`src/rtl/fseq_pkg.sv`:
```
package fseq_pkg;

  localparam int unsigned WORD_W = 12;
  localparam int unsigned MAX_AW = 11;
  localparam logic [WORD_W-1:0] NOP_WORD = 12'h000;

  typedef enum logic [2:0] {
    SRC_SEQ  = 3'd0,
    SRC_RET  = 3'd1,
    SRC_CALL = 3'd2,
    SRC_GOTO = 3'd3,
    SRC_PCW  = 3'd4
  } src_e;

  // Next sequential address with wrap at the configured depth.
  function automatic logic [MAX_AW-1:0] wrap_inc(input logic [MAX_AW-1:0] a,
                                                 input int unsigned depth);
    logic [MAX_AW-1:0] top;
    top = MAX_AW'(depth - 1);
    if (a >= top) return '0;
    return a + 1'b1;
  endfunction

  // Priority among redirect requests; only a valid instruction may redirect.
  function automatic src_e pick_src(input logic valid, input logic ret,
                                    input logic call, input logic gt,
                                    input logic pcw);
    if (!valid) return SRC_SEQ;
    if (ret)    return SRC_RET;
    if (call)   return SRC_CALL;
    if (gt)     return SRC_GOTO;
    if (pcw)    return SRC_PCW;
    return SRC_SEQ;
  endfunction

endpackage

```
`src/rtl/fseq_stack.sv`:
```
module fseq_stack #(
  parameter int unsigned AW = 9
) (
  input  logic          clk,
  input  logic          rst_n,
  input  logic          push,
  input  logic          pop,
  input  logic [AW-1:0] push_addr,
  output logic [AW-1:0] top_addr
);

  logic [AW-1:0] top_q;
  logic [AW-1:0] bot_q;

  always_ff @(posedge clk) begin
    if (!rst_n) begin
      top_q <= '0;
      bot_q <= '0;
    end else if (push) begin
      bot_q <= top_q;
      top_q <= push_addr;
    end else if (pop) begin
      top_q <= bot_q;
    end
  end

  assign top_addr = top_q;

  assert_push_shift_R7: assert property (@(posedge clk) disable iff (!rst_n)
    push |=> (bot_q == $past(top_q)) && (top_q == $past(push_addr)));

  assert_pop_keep_R8: assert property (@(posedge clk) disable iff (!rst_n)
    (pop && !push) |=> (top_q == $past(bot_q)) && $stable(bot_q));

endmodule

```
`src/rtl/fseq_pc.sv`:
```
module fseq_pc
  import fseq_pkg::*;
#(
  parameter int unsigned DEPTH = 512,
  parameter int unsigned AW    = 9
) (
  input  logic          clk,
  input  logic          rst_n,
  input  src_e          src,
  input  logic [AW-1:0] br_target,
  input  logic [AW-1:0] call_target,
  input  logic [AW-1:0] pcw_data,
  input  logic [AW-1:0] pop_addr,
  output logic [AW-1:0] fetch_addr
);

  localparam logic [AW-1:0] TOP_ADDR = AW'(DEPTH - 1);

  logic [AW-1:0] pc_q;
  logic [AW-1:0] pc_d;

  always_comb begin
    case (src)
      SRC_RET:  pc_d = pop_addr;
      SRC_CALL: pc_d = call_target;
      SRC_GOTO: pc_d = br_target;
      SRC_PCW:  pc_d = pcw_data;
      default:  pc_d = AW'(wrap_inc(MAX_AW'(pc_q), DEPTH));
    endcase
  end

  always_ff @(posedge clk) begin
    if (!rst_n) pc_q <= TOP_ADDR;
    else        pc_q <= pc_d;
  end

  assign fetch_addr = pc_q;

  assert_advance_R1: assert property (@(posedge clk) disable iff (!rst_n)
    (src == SRC_SEQ && fetch_addr != TOP_ADDR) |=>
      fetch_addr == AW'($past(fetch_addr) + 1'b1));

  assert_wrap_R2: assert property (@(posedge clk) disable iff (!rst_n)
    (src == SRC_SEQ && fetch_addr == TOP_ADDR) |=> fetch_addr == '0);

  assert_goto_R6: assert property (@(posedge clk) disable iff (!rst_n)
    (src == SRC_GOTO) |=> fetch_addr == $past(br_target));

endmodule

```
`src/rtl/fseq_ireg.sv`:
```
module fseq_ireg
  import fseq_pkg::*;
#(
  parameter int unsigned AW = 9
) (
  input  logic              clk,
  input  logic              rst_n,
  input  logic              take,
  input  logic [WORD_W-1:0] word,
  input  logic [AW-1:0]     fetch_addr,
  output logic [WORD_W-1:0] ir,
  output logic              ir_valid,
  output logic [AW-1:0]     ir_pc
);

  always_ff @(posedge clk) begin
    if (!rst_n) begin
      ir       <= NOP_WORD;
      ir_valid <= 1'b0;
      ir_pc    <= '0;
    end else if (take) begin
      ir       <= NOP_WORD;
      ir_valid <= 1'b0;
    end else begin
      ir       <= word;
      ir_valid <= 1'b1;
      ir_pc    <= fetch_addr;
    end
  end

  assert_bubble_R3: assert property (@(posedge clk) disable iff (!rst_n)
    take |=> (!ir_valid && ir == NOP_WORD));

  assert_refill_R4: assert property (@(posedge clk) disable iff (!rst_n)
    !ir_valid |=> ir_valid);

  assert_capture_R1: assert property (@(posedge clk) disable iff (!rst_n)
    !take |=> (ir == $past(word)) && (ir_pc == $past(fetch_addr)));

endmodule

```
`src/rtl/fseq.sv`:
```
module fseq
  import fseq_pkg::*;
#(
  parameter int unsigned DEPTH = 512,
  localparam int unsigned AW   = $clog2(DEPTH)
) (
  input  logic              clk,
  input  logic              rst_n,
  output logic [AW-1:0]     imem_addr,
  input  logic [WORD_W-1:0] imem_data,
  input  logic              br_req,
  input  logic [AW-1:0]     br_target,
  input  logic              call_req,
  input  logic [AW-1:0]     call_target,
  input  logic              ret_req,
  input  logic              pcw_req,
  input  logic [AW-1:0]     pcw_data,
  output logic [WORD_W-1:0] ir,
  output logic              ir_valid,
  output logic [AW-1:0]     ir_pc
);

  // only the three supported depths elaborate.
  generate
    if (DEPTH != 512 && DEPTH != 1024 && DEPTH != 2048) begin : g_bad_depth
      $error("fseq: DEPTH must be 512, 1024 or 2048");
    end
  endgenerate

  src_e          src;
  logic          flow_take;
  logic          ev_push;
  logic          ev_pop;
  logic          ev_goto;
  logic          ev_pcw;
  logic [AW-1:0] ret_addr;
  logic [AW-1:0] stack_top;

  assign src       = pick_src(ir_valid, ret_req, call_req, br_req, pcw_req);
  assign flow_take = (src != SRC_SEQ);
  assign ev_push   = (src == SRC_CALL);
  assign ev_pop    = (src == SRC_RET);
  assign ev_goto   = (src == SRC_GOTO);
  assign ev_pcw    = (src == SRC_PCW);
  assign ret_addr  = AW'(wrap_inc(MAX_AW'(ir_pc), DEPTH));

  fseq_stack #(.AW(AW)) u_stack (
    .clk       (clk),
    .rst_n     (rst_n),
    .push      (ev_push),
    .pop       (ev_pop),
    .push_addr (ret_addr),
    .top_addr  (stack_top)
  );

  fseq_pc #(.DEPTH(DEPTH), .AW(AW)) u_pc (
    .clk         (clk),
    .rst_n       (rst_n),
    .src         (src),
    .br_target   (br_target),
    .call_target (call_target),
    .pcw_data    (pcw_data),
    .pop_addr    (stack_top),
    .fetch_addr  (imem_addr)
  );

  fseq_ireg #(.AW(AW)) u_ireg (
    .clk        (clk),
    .rst_n      (rst_n),
    .take       (flow_take),
    .word       (imem_data),
    .fetch_addr (imem_addr),
    .ir         (ir),
    .ir_valid   (ir_valid),
    .ir_pc      (ir_pc)
  );

  assert_one_src_R5: assert property (@(posedge clk) disable iff (!rst_n)
    $onehot0({ev_push, ev_pop, ev_goto, ev_pcw}));

  assert_ret_first_R5: assert property (@(posedge clk) disable iff (!rst_n)
    (ir_valid && ret_req) |=> imem_addr == $past(stack_top));

  assert_ignore_R4: assert property (@(posedge clk) disable iff (!rst_n)
    !ir_valid |-> !flow_take);

  assert_call_R6: assert property (@(posedge clk) disable iff (!rst_n)
    (ir_valid && call_req && !ret_req) |=> imem_addr == $past(call_target));

endmodule

```
`config.mk`:
```
export PLATFORM = sky130hd
export DESIGN_NAME = fseq
export DESIGN_NICKNAME = d
export VERILOG_FILES = /design/src/rtl/fseq_pkg.sv /design/src/rtl/fseq_stack.sv /design/src/rtl/fseq_pc.sv /design/src/rtl/fseq_ireg.sv /design/src/rtl/fseq.sv
export SDC_FILE = /design/constraint.sdc
export NUM_CORES = 1
export LEC_CHECK = 0
export ABC_AREA = 0
export BUFFER_PORTS_ARGS = -buffer_cell sky130_fd_sc_hd__buf_2
export CAP_MARGIN = 15
export CORE_MARGIN = 1.5
export CORE_UTILIZATION = 38
export CTS_CLUSTER_SIZE = 20
export DETAILED_ROUTE_END_ITERATION = 16
export HOLD_SLACK_MARGIN = 0.15
export SETUP_SLACK_MARGIN = 0.4
export SLEW_MARGIN = 40
export SYNTH_ARGS = -nofsm -noshare
export SYNTH_HDL_FRONTEND = slang
export SYNTH_HIERARCHICAL = 1
export SYNTH_SLANG_ARGS = --single-unit
```
`constraint.sdc`:
```
create_clock -name clk -period 2.5 [get_ports clk]
set_input_delay 0.25 -clock clk [delete_from_list [all_inputs] [get_ports clk]]
set_output_delay 0.25 -clock clk [all_outputs]
set_load 0.03 [all_outputs]
```
==> run_results.csv <==
group,metric,value,unit
detailed_routing,wl,6.02,mm
global_route,antenna_found_initial,0,
clock_tree,cts_sinks,49,
sta,maxSlewHeadroom,0.564,
clock_tree,h-tree-depth,2,
floorplanning,row_count,29,
clock_tree,cts_root_buf,"clkbuf_8",
sta,hold_viol,0,
sta,fin_ws,0.563,ns
synthesis,ys_seq_area_frac,0.396,
pwr,power.share.clock,0.227,
critical_path,cp_data_required_time,2.72,ns
sta,finalSetupViolCount,0,
clock_tree,cts_tree,"yes",
clock_tree,clock_path_buffers,2,
global_route,grt_pass1_wl,9.78,mm
synthesis,syn-num-nets,286,
global_route,grt_pass1_vias,2057,
placed_design,place_ws,0.389,ns
placed_design,gp_congestion,0.884,
critical_path,r2r_slack,0.56,ns
critical_path,start_kind,"flop",
sta,fin_skew,0.0109,ns
pwr,p_sw_frac,0.364,
placed_design,numPortBuffers,75,
sta,fin_crit,1.94,ns
critical_path,slowest_stage,"dfxtp_1",
sta,post-route-period-util,0.775,
critical_path,crit_fanout,6,
detailed_routing,drc_errors,0,
sta,fin_tns_setup,0,ns
critical_path,path_cells,"and3_1 -> and3_1 -> and3_1 -> ha_1 -> a21o_1 -> a31o_4 -> o221ai_1",
pwr,p_int,0.00135,W
run,drv_cap,0,
critical_path,cp_top_family,"compound AO/OA/AOI/OAI gates",
pwr,p_per_area,681,nW/um^2
sta,slew_violations,0,
clock_tree,cts-buffers-inserted,5,
critical_path,path_buf_inv,0,
clock_tree,clock_latency,0.31,ns
clock_tree,postCtsSetupBuffers,0,
global_route,grt_overflow,0,
detailed_routing,dr_total_vias,2056,
floorplanning,chipHeight,83.8,um
finish,drive_above_1_share,0.322,
sta,tightestPinTransition,0.653,ns
placed_design,dp_cells,380,
finish,finalNetCount,371,
pwr,comb_power_share,0.309,
placed_design,post-dp-hpwl,4.26,mm
critical_path,rr_worst_depth,7,
synthesis,avgSynthCellArea,10.5,um^2
global_route,grt_usage,0.176,
floorplanning,io_pins,76,
hold_path,hold-path-cell-count,3,
critical_path,r2r_end,"u_pc/fetch_addr[6]$_SDFF_PN1_",
pwr,switching_power,0.000773,W
synthesis,synth-edff-count,0,
finish,diodes,0,
sta,rsz0062_at_grt,"no",
detailed_routing,wl_per_cell,15.1,um
critical_path,end_kind,"flop",
pwr,p_leak,1.42,nW
critical_path,critPathKind,"reg -> reg",
synthesis,syn_area,2480,um^2
synthesis,synthArstFlopShare,0,
floorplanning,die_x,83.8,um
floorplanning,core,6310,um^2
critical_path,r2r_start,"u_pc/fetch_addr[3]$_SDFF_PN1_",
finish,area_growth,25.7,%
global_route,grt_max_degree,38,
floorplanning,start_util,0.393,
synthesis,yosysWarnings,6,
synthesis,synth_seq_cells,49,
synthesis,synth_cell_types,44,
hold_path,hold_class,"in -> reg",
critical_path,cp-endpoint,"u_pc/fetch_addr[6]$_SDFF_PN1_",
sta,holdWs,0.169,ns
critical_path,critPathMaxStageDelay,0.38,ns
finish,final_cells,400,
sta,fmaxAchievable,0.516,GHz
detailed_routing,viasPerCell,5.14,
critical_path,critPathLaunch,"u_pc/fetch_addr[3]$_SDFF_PN1_",
outcome,status,"complete, no violations",
synthesis,synthCells,237,
detailed_routing,first_pass_iters,4,
clock_tree,path_clk_slew,0.10,ns
critical_path,critPathArrivalTime,2.16,ns
floorplanning,die-area,7020,um^2
detailed_routing,antenna_left,0,
pwr,ir_worst_vdd,0.376,mV
critical_path,worst-path-stages,7,
pwr,p_total,0.00212,W
critical_path,crit_top_cell,"and3_1",
pwr,seqPwrFrac,0.465,
synthesis,synth_flop_cell,"dfxtp_1",
detailed_routing,drt_iter0_drc,87,
-- cells by family after synthesis --
family,share of synthesized area
simple gates,0.200
compound gates,0.151
mux,0.168
fa+ha+maj,0.0202
xor+xnor,0.0318
flops,0.396
buf+inv,0.0338
-- sequential cells by signal (all words and copies together), names as in the netlist --
register	cells
u_stack/top_addr	9
u_ireg/ir_valid	1
u_stack/bot_q	9
u_ireg/ir	12
u_pc/fetch_addr	9
u_ireg/ir_pc	9
-- per-layer routing --
metal,vias to the layer above,GRT usage,routed length (um),part of all wire
met5,-,0,0,0
met4,0,0.0537,44,0.0073
met3,4,0.0475,384,0.064
met2,71,0.290,2830,0.47
met1,954,0.226,2770,0.46
li1,1027,-,-,-
-- worst register-to-register path: stages, from the launching register on --
cell and delay (ns):
dfxtp_1 0.38, and3_1 0.24, and3_1 0.22, and3_1 0.19
ha_1 0.17, a21o_1 0.22, a31o_4 0.25, o221ai_1 0.19
-- per-stage QoR --
step	util	area (um^2)
final	0.494	3120
after global routing	0.494	3120
after CTS	0.493	3110
after detailed placement	0.459	2900
after global placement	0.459	2900
after floorplan	-	2480
-- final cells by class --
class | instances | area [um^2]
fillers | 633 | 3200
multi-input cells | 174 | 1420
flip-flops and latches | 49 | 981
repair buffers | 90 | 518
well taps | 77 | 96.3
clock buffers | 5 | 68.8
clock inverters | 3 | 25.0
inverters | 2 | 7.51
-- cells in the final DEF, fill, tap and decap left out, types with 5 or more instances in the layout --
cell type      count
a21boi_0           8
a22oi_1            9
and2_1            13
buf_2             75
clkbuf_8           5
dfxtp_1           49
dlygate4sd3_1     12
mux2_1             6
mux2_4             9
mux2i_1           18
nand2_1            5
nand2b_1           8
nand3_1            7
nor2b_1           19
o211a_1           10
o221ai_1           8
xor2_1             6
-- cells in the mapped netlist (2+ instances only) --
cell,count,area share
a21boi_0,8,0.024
a21oi_1,2,0.0040
a22oi_1,9,0.027
and2_1,13,0.033
and3_1,4,0.010
buf_2,4,0.0081
buf_4,3,0.0091
buf_6,2,0.0091
clkbuf_1,2,0.0030
dfxtp_1,49,0.40
ha_1,4,0.020
inv_1,2,0.0030
mux2_1,6,0.027
mux2_2,3,0.014
mux2_4,9,0.054
mux2i_1,18,0.073
nand2_1,5,0.0076
nand2b_1,8,0.020
nand3_1,7,0.014
nor2_1,4,0.0061
nor2b_1,19,0.048
nor3_1,3,0.0061
nor3b_1,3,0.0091
o211a_1,10,0.040
o21ai_0,3,0.0061
o221ai_1,8,0.028
or3_1,5,0.013
xnor2_1,3,0.011
xor2_1,6,0.021
-- power groups by stage --
stage                     sequential, W  clock, W  combinational, W
after floorplan                 0.00113         0          0.000317
after global placement          0.00100         0          0.000635
after detailed placement        0.00101         0          0.000637
after CTS                      0.000987  0.000497          0.000654
after global routing            0.00100  0.000544          0.000711
final                          0.000986  0.000481          0.000656
-- timing repair --
item,CTS,global route
hold buffers,12,0
setup endpoints to repair,0,17
endpoints found under the hold margin,12,0
resized for setup,0,1
-- how the worst min path moves through the flow --
stage | from | to | slack, ns
after CTS | pcw_data[1] | u_pc/fetch_addr[1]$_SDFF_PN1_ | 0.17
after floorplan | imem_data[0] | u_ireg/ir[0]$_SDFF_PP0_ | 0.37
final | pcw_data[8] | u_pc/fetch_addr[8]$_SDFF_PN1_ | 0.17
after global placement | imem_data[5] | u_ireg/ir[5]$_SDFF_PP0_ | 0.45
after global routing | pcw_data[0] | u_pc/fetch_addr[0]$_SDFF_PN1_ | 0.16
after detailed placement | imem_data[4] | u_ireg/ir[4]$_SDFF_PP0_ | 0.45
(Power assumes the default switching activity.)
